--- config.mk ---
export PLATFORM = sky130hd
export DESIGN_NAME = op_status_poller
export DESIGN_NICKNAME = d
export VERILOG_FILES = /design/src/rtl/poll_pkg.sv /design/src/rtl/poll_fsm.sv /design/src/rtl/poll_toggle.sv /design/src/rtl/poll_outreg.sv /design/src/rtl/op_status_poller.sv
export SDC_FILE = /design/constraint.sdc
export NUM_CORES = 1
export LEC_CHECK = 0
export BUFFER_PORTS_ARGS = -buffer_cell sky130_fd_sc_hd__buf_2
export CORE_MARGIN = 1
export CORE_UTILIZATION = 49
export CTS_BUF_LIST = sky130_fd_sc_hd__clkbuf_8
export CTS_CLUSTER_SIZE = 28
export DETAILED_ROUTE_END_ITERATION = 6
export GPL_TIMING_DRIVEN = 0
export PLACE_DENSITY_LB_ADDON = 0.05
export SLEW_MARGIN = 20
export SYNTH_ARGS = -nofsm -noshare
export SYNTH_HDL_FRONTEND = slang
export SYNTH_HIERARCHICAL = 1
export SYNTH_SLANG_ARGS = --single-unit
--- constraint.sdc ---
create_clock -name clk -period 1.75 [get_ports clk]
set_clock_uncertainty 0.1 [all_clocks]
set_input_delay 0.2625 -clock clk [delete_from_list [all_inputs] [get_ports clk]]
set_output_delay 0.2625 -clock clk [all_outputs]
set_load 0.02 [all_outputs]
--- src/rtl/poll_pkg.sv ---
package poll_pkg;
    typedef enum logic [1:0] {
        PS_ARRAY = 2'd0,
        PS_PROG  = 2'd1,
        PS_ERASE = 2'd2
    } poll_state_t;

    localparam int DQ7_POS = 7;
    localparam int DQ6_POS = 6;
endpackage

--- src/rtl/poll_fsm.sv ---
module poll_fsm
    import poll_pkg::*;
#(
    parameter int W = 16
) (
    input  logic         clk,
    input  logic         rst_n,
    input  logic         busy,
    input  logic         op_erase,
    input  logic [W-1:0] final_data,
    output poll_state_t  st,
    output logic         start,
    output logic         cur_erase,
    output logic [W-1:0] cur_data
);
    poll_state_t st_nx;
    logic [W-1:0] cap_data;

    // state register and capture at start
    always_ff @(posedge clk) begin
        if (!rst_n) begin
            st       <= PS_ARRAY;
            cap_data <= '0;
        end else begin
            st <= st_nx;
            if (start) cap_data <= final_data;
        end
    end

    always_comb begin
        st_nx = st;
        unique case (st)
            PS_ARRAY: if (busy) st_nx = op_erase ? PS_ERASE : PS_PROG;
            PS_PROG:  if (!busy) st_nx = PS_ARRAY;
            PS_ERASE: if (!busy) st_nx = PS_ARRAY;
            default:  st_nx = PS_ARRAY;
        endcase
    end

    // outputs: in the start cycle the live inputs stand in for the captured copy
    always_comb begin
        start     = (st == PS_ARRAY) && busy;
        cur_erase = (st == PS_ARRAY) ? op_erase : (st == PS_ERASE);
        cur_data  = (st == PS_ARRAY) ? final_data : cap_data;
    end
endmodule

--- src/rtl/poll_toggle.sv ---
module poll_toggle (
    input  logic clk,
    input  logic rst_n,
    input  logic start,
    input  logic stat_rd,
    output logic tog_cur
);
    logic tog_q;

    assign tog_cur = start ? 1'b0 : tog_q;

    always_ff @(posedge clk) begin
        if (!rst_n)       tog_q <= 1'b0;
        else if (stat_rd) tog_q <= ~tog_cur;
        else if (start)   tog_q <= 1'b0;
    end
endmodule

--- src/rtl/poll_outreg.sv ---
module poll_outreg
    import poll_pkg::*;
#(
    parameter int W = 16
) (
    input  logic         clk,
    input  logic         rst_n,
    input  logic         rd_stb,
    input  logic         busy,
    input  logic         cur_erase,
    input  logic [W-1:0] cur_data,
    input  logic         tog_cur,
    input  logic [W-1:0] array_data,
    output logic [W-1:0] rd_data
);
    localparam logic [W-1:0] DQ7_MASK = W'(1) << DQ7_POS;
    localparam logic [W-1:0] DQ6_MASK = W'(1) << DQ6_POS;

    logic [W-1:0] status;

    always_comb begin
        status = cur_erase ? '0 : (~cur_data & DQ7_MASK);
        if (tog_cur) status = status | DQ6_MASK;
    end

    always_ff @(posedge clk) begin
        if (!rst_n)      rd_data <= '0;
        else if (rd_stb) rd_data <= busy ? status : array_data;
    end
endmodule

--- src/rtl/op_status_poller.sv ---
module op_status_poller
    import poll_pkg::*;
#(
    parameter int W = 16
) (
    input  logic         clk,
    input  logic         rst_n,
    input  logic         busy,
    input  logic         op_erase,
    input  logic [W-1:0] final_data,
    input  logic [W-1:0] array_data,
    input  logic         rd_stb,
    output logic [W-1:0] rd_data
);
    poll_state_t  st;
    logic         start;
    logic         cur_erase;
    logic [W-1:0] cur_data;
    logic         tog_cur;
    logic         stat_rd;

    assign stat_rd = rd_stb && busy;

    poll_fsm #(.W(W)) u_fsm (
        .clk(clk), .rst_n(rst_n), .busy(busy), .op_erase(op_erase),
        .final_data(final_data), .st(st), .start(start),
        .cur_erase(cur_erase), .cur_data(cur_data)
    );

    poll_toggle u_tog (
        .clk(clk), .rst_n(rst_n), .start(start), .stat_rd(stat_rd),
        .tog_cur(tog_cur)
    );

    poll_outreg #(.W(W)) u_out (
        .clk(clk), .rst_n(rst_n), .rd_stb(rd_stb), .busy(busy),
        .cur_erase(cur_erase), .cur_data(cur_data), .tog_cur(tog_cur),
        .array_data(array_data), .rd_data(rd_data)
    );
endmodule

After elaboration in Yosys (flattened, before gate mapping):

Index checks and enable logic that the tools add are counted.

* bits in registers: 27
* bits in latches: 0
* memory bits (writable): 0
* ROM bits: 0
* bits of input ports: 37
* output and inout port bits: 16
* word-level logic and storage cells: 26
* memories kept: 0

* add/sub/neg operators: 0
* multipliers: 0
* divide/modulo/power cells: 0
* magnitude comparators: 0
* equality and inequality tests: 4
* shifts and indexed selects: 0
* muxes and demuxes: 11
* bitwise logic cells: 2
* reduce and logical (&&, ||, !) cells: 5

Operators by type and width (number)
* 2-to-1 mux 16 bit: 1
* 2-to-1 mux 8 bit: 2
* inverter 8 bit: 1
* 2-to-1 mux 7 bit: 1
* 2-to-1 mux 2 bit: 3
* inequality test 2 bit, second input constant: 2
* one-hot mux 2 bit (2 select lines): 1
* 2-to-1 mux 1 bit: 3
* equality test 2 x 1 -> 1 bit, second input constant: 1
* equality test 2 bit, second input constant: 1
* logical AND 1 bit: 2
* logical NOT 2 bit: 1
* AND reduction 2 bit: 1
* OR reduction 2 bit: 1
* inverter 1 bit: 1

Depth between registers and ports, before layout:

Gate-level depths: netlist of run 1.

* word-level depth: 6
* mapped depth: 7
* gate-level depth less buffers: 6

Modules after synthesis:

The synthesis of run 1 kept the hierarchy.

Modules (own cells, without submodules)
* poll_fsm: times used 1, cells an instance 107, area an instance 1103.6 um2, seq. area each 360.3 um2
* poll_outreg: times used 1, cells an instance 70, area an instance 686.9 um2, seq. area each 320.3 um2
* poll_toggle: times used 1, cells an instance 5, area an instance 53.8 um2, seq. area each 20.0 um2
* op_status_poller: times used 1, cells an instance 1, area an instance 6.3 um2, seq. area each 0.0 um2

Worst setup path before layout of run 1:

No wires, ideal clock.

* path type: register to register
* start point: register u_fsm.st[0]
* end point: register u_out.rd_data[7]
* setup time: 0.074 ns
* arrival time: 1.612 ns
* data required time: 1.576 ns
* setup slack: -0.037 ns
* stages on the path, launching flop included: 8
* buffers on the path: 2
* clock period less this slack: 1.787 ns
* cell sequence: dfxtp_1 -> inv_1 -> ha_1 -> buf_6 -> buf_6 -> mux2_4 -> or3b_1 -> a31oi_1

* cells in the longest elaborated chain, start to end: 5
* elaborated cells on any way between the ends: 7
* classes of those cells: 1 x eq/ne; 4 x mux; 1 x bitwise; 1 x reduce/logical

Ends and longest elaborated chain
* start, declared: line poll_fsm.sv:11 `output poll_state_t st,`
* start signal, assigned: line poll_fsm.sv:25 `st <= st_nx;`
* logical NOT 2 bit: line poll_fsm.sv:44 `cur_data = (st == PS_ARRAY) ? final_data : cap_data;`
* 2-to-1 mux 8 bit: line poll_fsm.sv:44
* named net cur_data[7]: line op_status_poller.sv:18 `logic [W-1:0] cur_data;`
* inverter 8 bit: line poll_outreg.sv:22 `status = cur_erase ? '0 : (~cur_data & DQ7_MASK);`
* 2-to-1 mux 8 bit: line poll_outreg.sv:22
* 2-to-1 mux 16 bit: line poll_outreg.sv:28 `else if (rd_stb) rd_data <= busy ? status : array_data;`
* end signal, assigned: line poll_outreg.sv:28
* end, declared: line poll_outreg.sv:14 `output logic [W-1:0] rd_data`

The timed path passes the listed nets, and every way through them passes these cells.
A chain may end at the register's enable or synchronous reset.

Worst setup path after layout of run 1:

* start point: register u_fsm.st[1]
* end point: register u_out.rd_data[7]

* elaborated cells on any way between the ends: 7
* classes of those cells: 1 x eq/ne; 4 x mux; 1 x bitwise; 1 x reduce/logical

RTL lines
* equality test 2 bit or logical NOT 2 bit (tied branches): line poll_fsm.sv:43 `cur_erase = (st == PS_ARRAY) ? op_erase : (st == PS_ERASE);`
* 2-to-1 mux 1 bit *: line poll_fsm.sv:43
* named net cur_erase: line op_status_poller.sv:17 `logic cur_erase;`
* 2-to-1 mux 8 bit *: line poll_outreg.sv:22
* 2-to-1 mux 16 bit *: line poll_outreg.sv:28

The timed path passes the listed nets; every way through them passes the cells marked *.

==> impl_metrics.tcl, run 1 <==
set metrics [dict create \
    critPathCaptureType "flop" \
    wl_per_cell_um 11.8 \
    drtAntennaViolNets 0 \
    min_to "u_out/rd_data[1]$_SDFFE_PN0P_" \
    whs_ps 166 \
    fillCellCount 169 \
    crit_path_start_kind "flop" \
    cts.path.max_buffers 2 \
    nets 193 \
    timing_hold_violations_final 0 \
    worstPathRequired_ps 1830 \
    fin_util_pct 70.0 \
    clock.fmax_ghz 0.593 \
    drive_gt1_share_pct 44.1 \
    gp_congestion 0.702 \
    cts_root_buf "clkbuf_8" \
    io_pins 53 \
    synth_nets 147 \
    grt_pass1_vias 736 \
    max-vdd-ir-drop_v 0.000554 \
    postSynthAreaPerCell_um2 9.81 \
    die_h_um 48.3 \
    drtIter0Drc 14 \
    wl_um 2120 \
    firstDrtPassIters 4 \
    start_util_pct 53.0 \
    core_um2 1980 \
    path_clk_slew_ps 80 \
    r2r_slack_ps 60 \
    setup_ws_ps 62.3 \
    post-place-ws_ps -78.5 \
    syn_inst 107 \
    holdBufCountCts 0 \
    hold_class "input port to flop" \
    io_buffers 37 \
    vias 896 \
    arrival_ps 1770 \
    drv_slew 0 \
    ys_warn_count 6 \
    numCtsBuffers 3 \
    finalSetupViolCount 0 \
    via_per_inst 5.01 \
    diodes 0 \
    worstHoldStart "array_data[1]" \
    dp_hpwl_um 1500 \
    dieArea_um2 2330 \
    antenna_found_initial 0 \
    r2r-start "u_fsm/st[1]$_SDFFE_PN0P_" \
    tightestPinTransition_ps 355 \
    reg2reg_depth 6 \
    path_class "flop to flop" \
    relSlewSlack_pct 76.4 \
    status "finished clean" \
    rows 16 \
    cts.sinks 20 \
    synth_area_um2 1050 \
    cts_tree "yes" \
    die_w_um 48.3 \
    cap_viol_max_count 0 \
    track_usage_pct 19.8 \
    grt_overflow 0 \
    hold_depth 3 \
    leakage_nw 0.624 \
    post-route-min-period_ps 1690 \
    clk_latency_ps 250 \
    fin_crit_sh_pct 96.4 \
    rsz0062_at_grt "no" \
    grt_max_degree 15 \
    rr_endpoint "u_out/rd_data[7]$_SDFFE_PN0P_" \
    grt_pass1_wl_um 3190 \
    p_per_area_nw_per_um2 911 \
    htree_levels 1 \
    drc 0 \
    area_delta_synth_final_pct 32.2 \
    path_max_fanout 2 \
]
[how the worst max path moves through the flow]
stage,from,endpoint,cells past startpoint
2_1_floorplan,u_fsm/st[0]$_SDFFE_PN0P_,u_out/rd_data[7]$_SDFFE_PN0P_,7
3_3_place_gp,u_fsm/st[0]$_SDFFE_PN0P_,u_out/rd_data[7]$_SDFFE_PN0P_,7
3_5_place_dp,u_fsm/st[1]$_SDFFE_PN0P_,u_out/rd_data[7]$_SDFFE_PN0P_,7
4_1_cts,u_fsm/st[1]$_SDFFE_PN0P_,u_out/rd_data[7]$_SDFFE_PN0P_,7
5_1_grt,u_fsm/st[1]$_SDFFE_PN0P_,u_out/rd_data[7]$_SDFFE_PN0P_,6
6_report,u_fsm/st[1]$_SDFFE_PN0P_,u_out/rd_data[7]$_SDFFE_PN0P_,6
[layer usage]
metal | track usage (%) | vias up | part of all wire, %
met5 | 0 | - | 0
met4 | 3.33 | 0 | 0
met3 | 4.81 | 0 | 4.6
met2 | 35.2 | 22 | 50
met1 | 24.5 | 424 | 45
li1 | - | 450 | -
[stage by stage]
step | cells | TNS (ps) | power (mW) | cell area, µm²
floorplan | 107 | 0 | 0.712 | 1050
global placement | 171 | -14.7 | 0.775 | 1270
detailed placement | 171 | -78.5 | 0.784 | 1270
CTS | 177 | 0 | 1.26 | 1360
global route | 179 | 0 | 1.34 | 1390
finish | 179 | 0 | 1.26 | 1390
[final cells by class]
type                            count  area, µm²  share of cell area [%]
Multi-Input combinational cell     70        557                    40.1
Inverter                            3       11.3                   0.812
Buffer                             13       88.8                    6.40
Timing Repair Buffer               42        223                    16.1
Tap cell                           27       33.8                    2.43
Sequential cell                    20        403                    29.0
Clock inverter                      1       30.0                    2.16
Clock buffer                        3       41.3                    2.98
[worst max-delay path, stage by stage (launching register included)]
cell     delay [ps]
dfxtp_2         330
buf_4           120
buf_4           130
ha_2            150
mux2_4          260
or3b_1          350
a31oi_1         170
[cell usage in the layout (no fill, tap or decap), types with 2 or more instances in the layout]
| cell type | instances |
|---|---|
| nand2_1 | 3 |
| buf_2 | 42 |
| nand2b_1 | 15 |
| and2_1 | 2 |
| dfxtp_1 | 18 |
| buf_4 | 8 |
| o21ai_1 | 2 |
| nand3b_1 | 15 |
| clkbuf_1 | 2 |
| clkbuf_8 | 3 |
| mux2_4 | 2 |
| mux2i_1 | 2 |
| inv_2 | 2 |
| a21boi_1 | 15 |
| dfxtp_2 | 2 |
| buf_6 | 3 |
[registers in the layout, indices dropped and copies added, names as in the netlist]
signal / count
u_out/rd_data: 16
u_fsm/cap_data: 1
u_tog/tog_q: 1
u_fsm/st: 2
[timing repair]
action / in CTS / in global routing
pin swaps: 2 / 3
buffers inserted: 2 / 3
setup endpoints to repair: 1 / 1
resized for setup: 4 / 4
[where the power goes]
| part | leakage (nW) | switching, mW | internal, mW |
|---|---|---|---|
| clock | 0.0357 | 0.150 | 0.305 |
| sequential | 0.164 | 0.0129 | 0.482 |
| combinational | 0.424 | 0.137 | 0.176 |
Power figures use the tool's default switching activity.
==> inputs of run 2 (changes only) <==
--- a/config.mk
+++ b/config.mk
@@ -6,13 +6,12 @@
 export NUM_CORES = 1
 export LEC_CHECK = 0
 export BUFFER_PORTS_ARGS = -buffer_cell sky130_fd_sc_hd__buf_2
-export CORE_MARGIN = 1
 export CORE_UTILIZATION = 49
 export CTS_BUF_LIST = sky130_fd_sc_hd__clkbuf_8
 export CTS_CLUSTER_SIZE = 28
 export DETAILED_ROUTE_END_ITERATION = 6
 export GPL_TIMING_DRIVEN = 0
-export PLACE_DENSITY_LB_ADDON = 0.05
+export PLACE_DENSITY = 0.76
 export SLEW_MARGIN = 20
 export SYNTH_ARGS = -nofsm -noshare
 export SYNTH_HDL_FRONTEND = slang
==> impl_metrics.tcl, run 2 (synthesis gave the netlist of run 1 again) <==
set metrics [dict create \
    grt_pass1_wl_um 2920 \
    io_buffers 37 \
    reg_top3 "u_out/rd_data: 16 flops, u_fsm/st: 2 flops" \
    postPlaceCellArea_um2 1270 \
    gp_congestion 0.692 \
    critPathCaptureType "flop" \
    status "finished clean" \
    antenna_found_initial 0 \
    clkPwrFrac_pct 36.7 \
    diodes 0 \
    drc 0 \
    nets 191 \
    vias 855 \
    arrival_ps 1720 \
    timing_hold_violations_final 0 \
    core_um2 1980 \
    max-vdd-ir-drop_v 0.000561 \
    fin_util_pct 68.9 \
    die_h_um 48.3 \
    p_sw_mw 0.293 \
    io_pins 53 \
    cts_root_buf "clkbuf_8" \
    crit_path_start_kind "flop" \
    die_w_um 48.3 \
    path_class "flop to flop" \
    largest_reg_flops 16 \
    rows 16 \
    hold_class "input port to flop" \
    p_comb_share_pct 23.4 \
    drtIter0Drc 11 \
    via_per_inst 4.83 \
    cts.path.max_buffers 2 \
    dieArea_um2 2330 \
    post-route-min-period_ps 1640 \
    rsz0062_at_grt "no" \
    mostFrequentLayoutCell "buf_2" \
    drv_slew 0 \
    htree_levels 1 \
    wl_um 2080 \
    holdBufCountCts 0 \
    wl_per_cell_um 11.7 \
    final_cell_mix "42 x buf_2, 18 x dfxtp_1, 15 x nand3b_1, 15 x a21boi_1, 15 x nand2b_1" \
    drive_gt1_share_pct 42.7 \
    cts_tree "yes" \
    path_clk_slew_ps 80 \
    worstPathRequired_ps 1830 \
    start_util_pct 53.0 \
    cap_viol_max_count 0 \
    tightestPinTransition_ps 349 \
    grt_max_degree 15 \
    dp_hpwl_um 1510 \
    cts.sinks 20 \
    path_max_fanout 3 \
    regMostFlops "u_out/rd_data" \
    post-place-ws_ps -63.0 \
    firstDrtPassIters 4 \
    numCtsBuffers 3 \
    dp_cells 171 \
    clock.fmax_ghz 0.610 \
    grt_pass1_vias 693 \
    area_delta_synth_final_pct 30.2 \
    fin_crit_sh_pct 93.7 \
    instances_no_fill 177 \
    p_per_area_nw_per_um2 909 \
    p_seq_share_pct 39.9 \
    grt_overflow 0 \
    drtAntennaViolNets 0 \
    fillCellCount 165 \
    fin_setup_tns_ps 0 \
    internal_power_mw 0.949 \
    relSlewSlack_pct 76.7 \
    sw_frac_of_total_pct 23.6 \
    clk_latency_ps 250 \
    leakage_nw 0.610 \
    finalSetupViolCount 0 \
    final_cell_area_um2 1370 \
    setup_ws_ps 110 \
    track_usage_pct 18.0 \
]
run 2: path summary, 6_finish.rpt:
kind / slack (ps) / end / start / cells past startpoint
worst max-delay path: 110 / u_out/rd_data[7]$_SDFFE_PN0P_ / u_fsm/st[0]$_SDFFE_PN0P_ / 6
worst min-delay path: 170 / u_out/rd_data[0]$_SDFFE_PN0P_ / array_data[0] / 3
worst min register to register: 360 / u_out/rd_data[3]$_SDFFE_PN0P_ / u_out/rd_data[3]$_SDFFE_PN0P_ / 2
worst max register to register: 110 / u_out/rd_data[7]$_SDFFE_PN0P_ / u_fsm/st[0]$_SDFFE_PN0P_ / 6
run 2: power groups by stage:
stage | registers [mW] | logic, mW | clock network (mW)
2_1_floorplan | 0.522 | 0.189 | 0
3_3_place_gp | 0.503 | 0.271 | 0
3_5_place_dp | 0.505 | 0.278 | 0
4_1_cts | 0.495 | 0.286 | 0.468
5_1_grt | 0.499 | 0.318 | 0.485
6_report | 0.496 | 0.291 | 0.455
run 2: worst max-delay path: stages, from the launching register on:
cell     delay (ps)
dfxtp_2         340
inv_2            50
buf_4           130
ha_1            180
mux2_2          260
or3b_1          350
a31oi_1         160
run 2: per-stage QoR:
stage                     power, mW  hold WS [ps]
after global placement        0.774           347
after floorplan               0.712           295
final                          1.24           165
after detailed placement      0.783           353
after CTS                      1.25           162
after global routing           1.30           165
run 2: timing repair:
item / in CTS / in global routing
pin swaps: 2 / 3
setup endpoints to repair: 1 / 1
gates resized for setup: 4 / 2
buffers inserted: 1 / 2
run 2: area by class of cell:
cell class	count	area [µm²]	area share, %
Multi-Input combinational cell	70	551	40.3
Sequential cell	20	403	29.5
Timing Repair Buffer	40	208	15.2
Buffer	13	88.8	6.50
Clock buffer	3	41.3	3.02
Tap cell	27	33.8	2.47
Clock inverter	1	30.0	2.20
Inverter	3	11.3	0.824
run 2: per-layer routing:
metal  vias to the layer above  wire (µm)  track usage, %
li1                        445          -               -
met1                       392        923            20.3
met2                        16       1070            33.1
met3                         2         77            3.70
met4                         0          8            6.67
met5                         -          0               0
==> inputs of run 3 (changes only) <==
--- a/config.mk
+++ b/config.mk
@@ -12,6 +12,7 @@
 export DETAILED_ROUTE_END_ITERATION = 6
 export GPL_TIMING_DRIVEN = 0
 export PLACE_DENSITY = 0.76
+export RECOVER_POWER = 100
 export SLEW_MARGIN = 20
 export SYNTH_ARGS = -nofsm -noshare
 export SYNTH_HDL_FRONTEND = slang
==> impl_metrics.tcl, run 3 (synthesis gave the netlist of run 1 again) <==
set metrics [dict create \
    status "finished clean" \
    critPathBufInv 2 \
    hold_class "input port to flop" \
    grt_max_degree 15 \
    cts_tree "yes" \
    track_usage_pct 18.0 \
    drtIter0Drc 16 \
    antenna_found_initial 0 \
    cts_root_buf "clkbuf_8" \
    grt_pass1_vias 693 \
    grt_pass1_wl_um 2920 \
    p_per_area_nw_per_um2 917 \
    clk_latency_ps 250 \
    start_util_pct 53.0 \
    wl_per_cell_um 12.0 \
    drc 0 \
    grt_overflow 0 \
    r2r_slack_ps 110 \
    nets 191 \
    firstDrtPassIters 4 \
    rsz0062_at_grt "no" \
    critPathCaptureType "flop" \
    arrival_ps 1730 \
    gp_congestion 0.692 \
    drv_slew 0 \
    rows 16 \
    vias 871 \
    largest_reg_flops 16 \
    setup_ws_ps 110 \
    dp_cells 171 \
    cap_viol_max_count 0 \
    io_buffers 37 \
    finalSetupViolCount 0 \
    fin_crit_sh_pct 93.7 \
    cp_slowest_cell "or3b_1" \
    fillCellCount 174 \
    dp_hpwl_um 1510 \
    design_power_total_mw 1.22 \
    path_max_fanout 3 \
    cp_slowest_stage_delay_ps 350 \
    fin_util_pct 67.2 \
    final_cell_area_um2 1330 \
    drtAntennaViolNets 0 \
    crit_family "simple AND/OR/NAND/NOR gates" \
    core_um2 1980 \
    reg_top3 "u_out/rd_data: 16 flops, u_fsm/st: 2 flops" \
    worstPathRequired_ps 1830 \
    path_class "flop to flop" \
    area_delta_synth_final_pct 26.8 \
    mostFrequentLayoutCell "buf_2" \
    path_clk_slew_ps 80 \
    tightestPinTransition_ps 549 \
    regMostFlops "u_out/rd_data" \
    crit_path_start_kind "flop" \
    die_w_um 48.3 \
    max-vdd-ir-drop_v 0.000560 \
    htree_levels 1 \
    post-route-min-period_ps 1640 \
    cts.sinks 20 \
    timing_hold_violations_final 0 \
    cts.path.max_buffers 2 \
    leakage_nw 0.531 \
    die_h_um 48.3 \
    relSlewSlack_pct 63.4 \
    instances_no_fill 177 \
    wl_um 2120 \
    clock.fmax_ghz 0.610 \
    postPlaceCellArea_um2 1270 \
    numCtsBuffers 3 \
    io_pins 53 \
    via_per_inst 4.92 \
    drive_gt1_share_pct 30.0 \
    diodes 0 \
    post-place-ws_ps -63.0 \
    final_cell_mix "24 x buf_2, 20 x clkbuf_1, 18 x dfxtp_1, 15 x nand3b_1, 15 x nand2b_1" \
    path_cells "inv_2 -> buf_4 -> ha_1 -> mux2_2 -> or3b_1 -> a31oi_1" \
    dieArea_um2 2330 \
]
-- run 3: worst paths after layout --
check,cells after the start,to,from
setup / recovery,6,u_out/rd_data[7]$_SDFFE_PN0P_,u_fsm/st[0]$_SDFFE_PN0P_
hold / removal,3,u_out/rd_data[10]$_SDFFE_PN0P_,array_data[10]
setup reg to reg,6,u_out/rd_data[7]$_SDFFE_PN0P_,u_fsm/st[0]$_SDFFE_PN0P_
hold reg to reg,2,u_fsm/st[0]$_SDFFE_PN0P_,u_fsm/st[0]$_SDFFE_PN0P_
-- run 3: worst register-to-register path, cell delays in order, from the launching register on --
cell	delay (ps)
dfxtp_2	340
inv_2	50
buf_4	130
ha_1	180
mux2_2	260
or3b_1	350
a31oi_1	160
-- run 3: final cells by class --
type	instances	area, µm²	share of cell area [%]
repair buffers	40	186	14.0
flip-flops and latches	20	403	30.3
inverters	3	11.3	0.846
multi-input cells	70	538	40.4
plain buffers	13	87.6	6.58
well taps	27	33.8	2.54
clock inverters	1	30.0	2.26
clock buffers	3	41.3	3.10
-- run 3: power by group --
part           leakage [nW]  internal, mW  switching (mW)
Sequential            0.164         0.482          0.0139
Clock                0.0357         0.305           0.152
Combinational         0.331         0.146           0.122
-- run 3: per-stage QoR --
step | hold WS, ps | TNS (ps)
global placement | 347 | -16.8
detailed placement | 353 | -63.0
CTS | 162 | 0
global route | 169 | 0
floorplan | 295 | 0
finish | 167 | 0
-- run 3: metal layers --
| layer | share of wire (%) | routed length (µm) | GRT usage, % |
|---|---|---|---|
| met4 | 0.38 | 8 | 6.67 |
| met3 | 4.1 | 88 | 3.70 |
| met2 | 51 | 1080 | 33.1 |
| met1 | 45 | 949 | 20.3 |
| met5 | 0 | 0 | 0 |
-- run 3: what timing repair did --
action | 4_1_cts | 5_1_grt
buffers inserted | 1 | 2
hold buffers | 0 | 0
pin swaps | 2 | 3
gates resized for setup | 4 | 2
endpoints found under the setup margin | 1 | 1
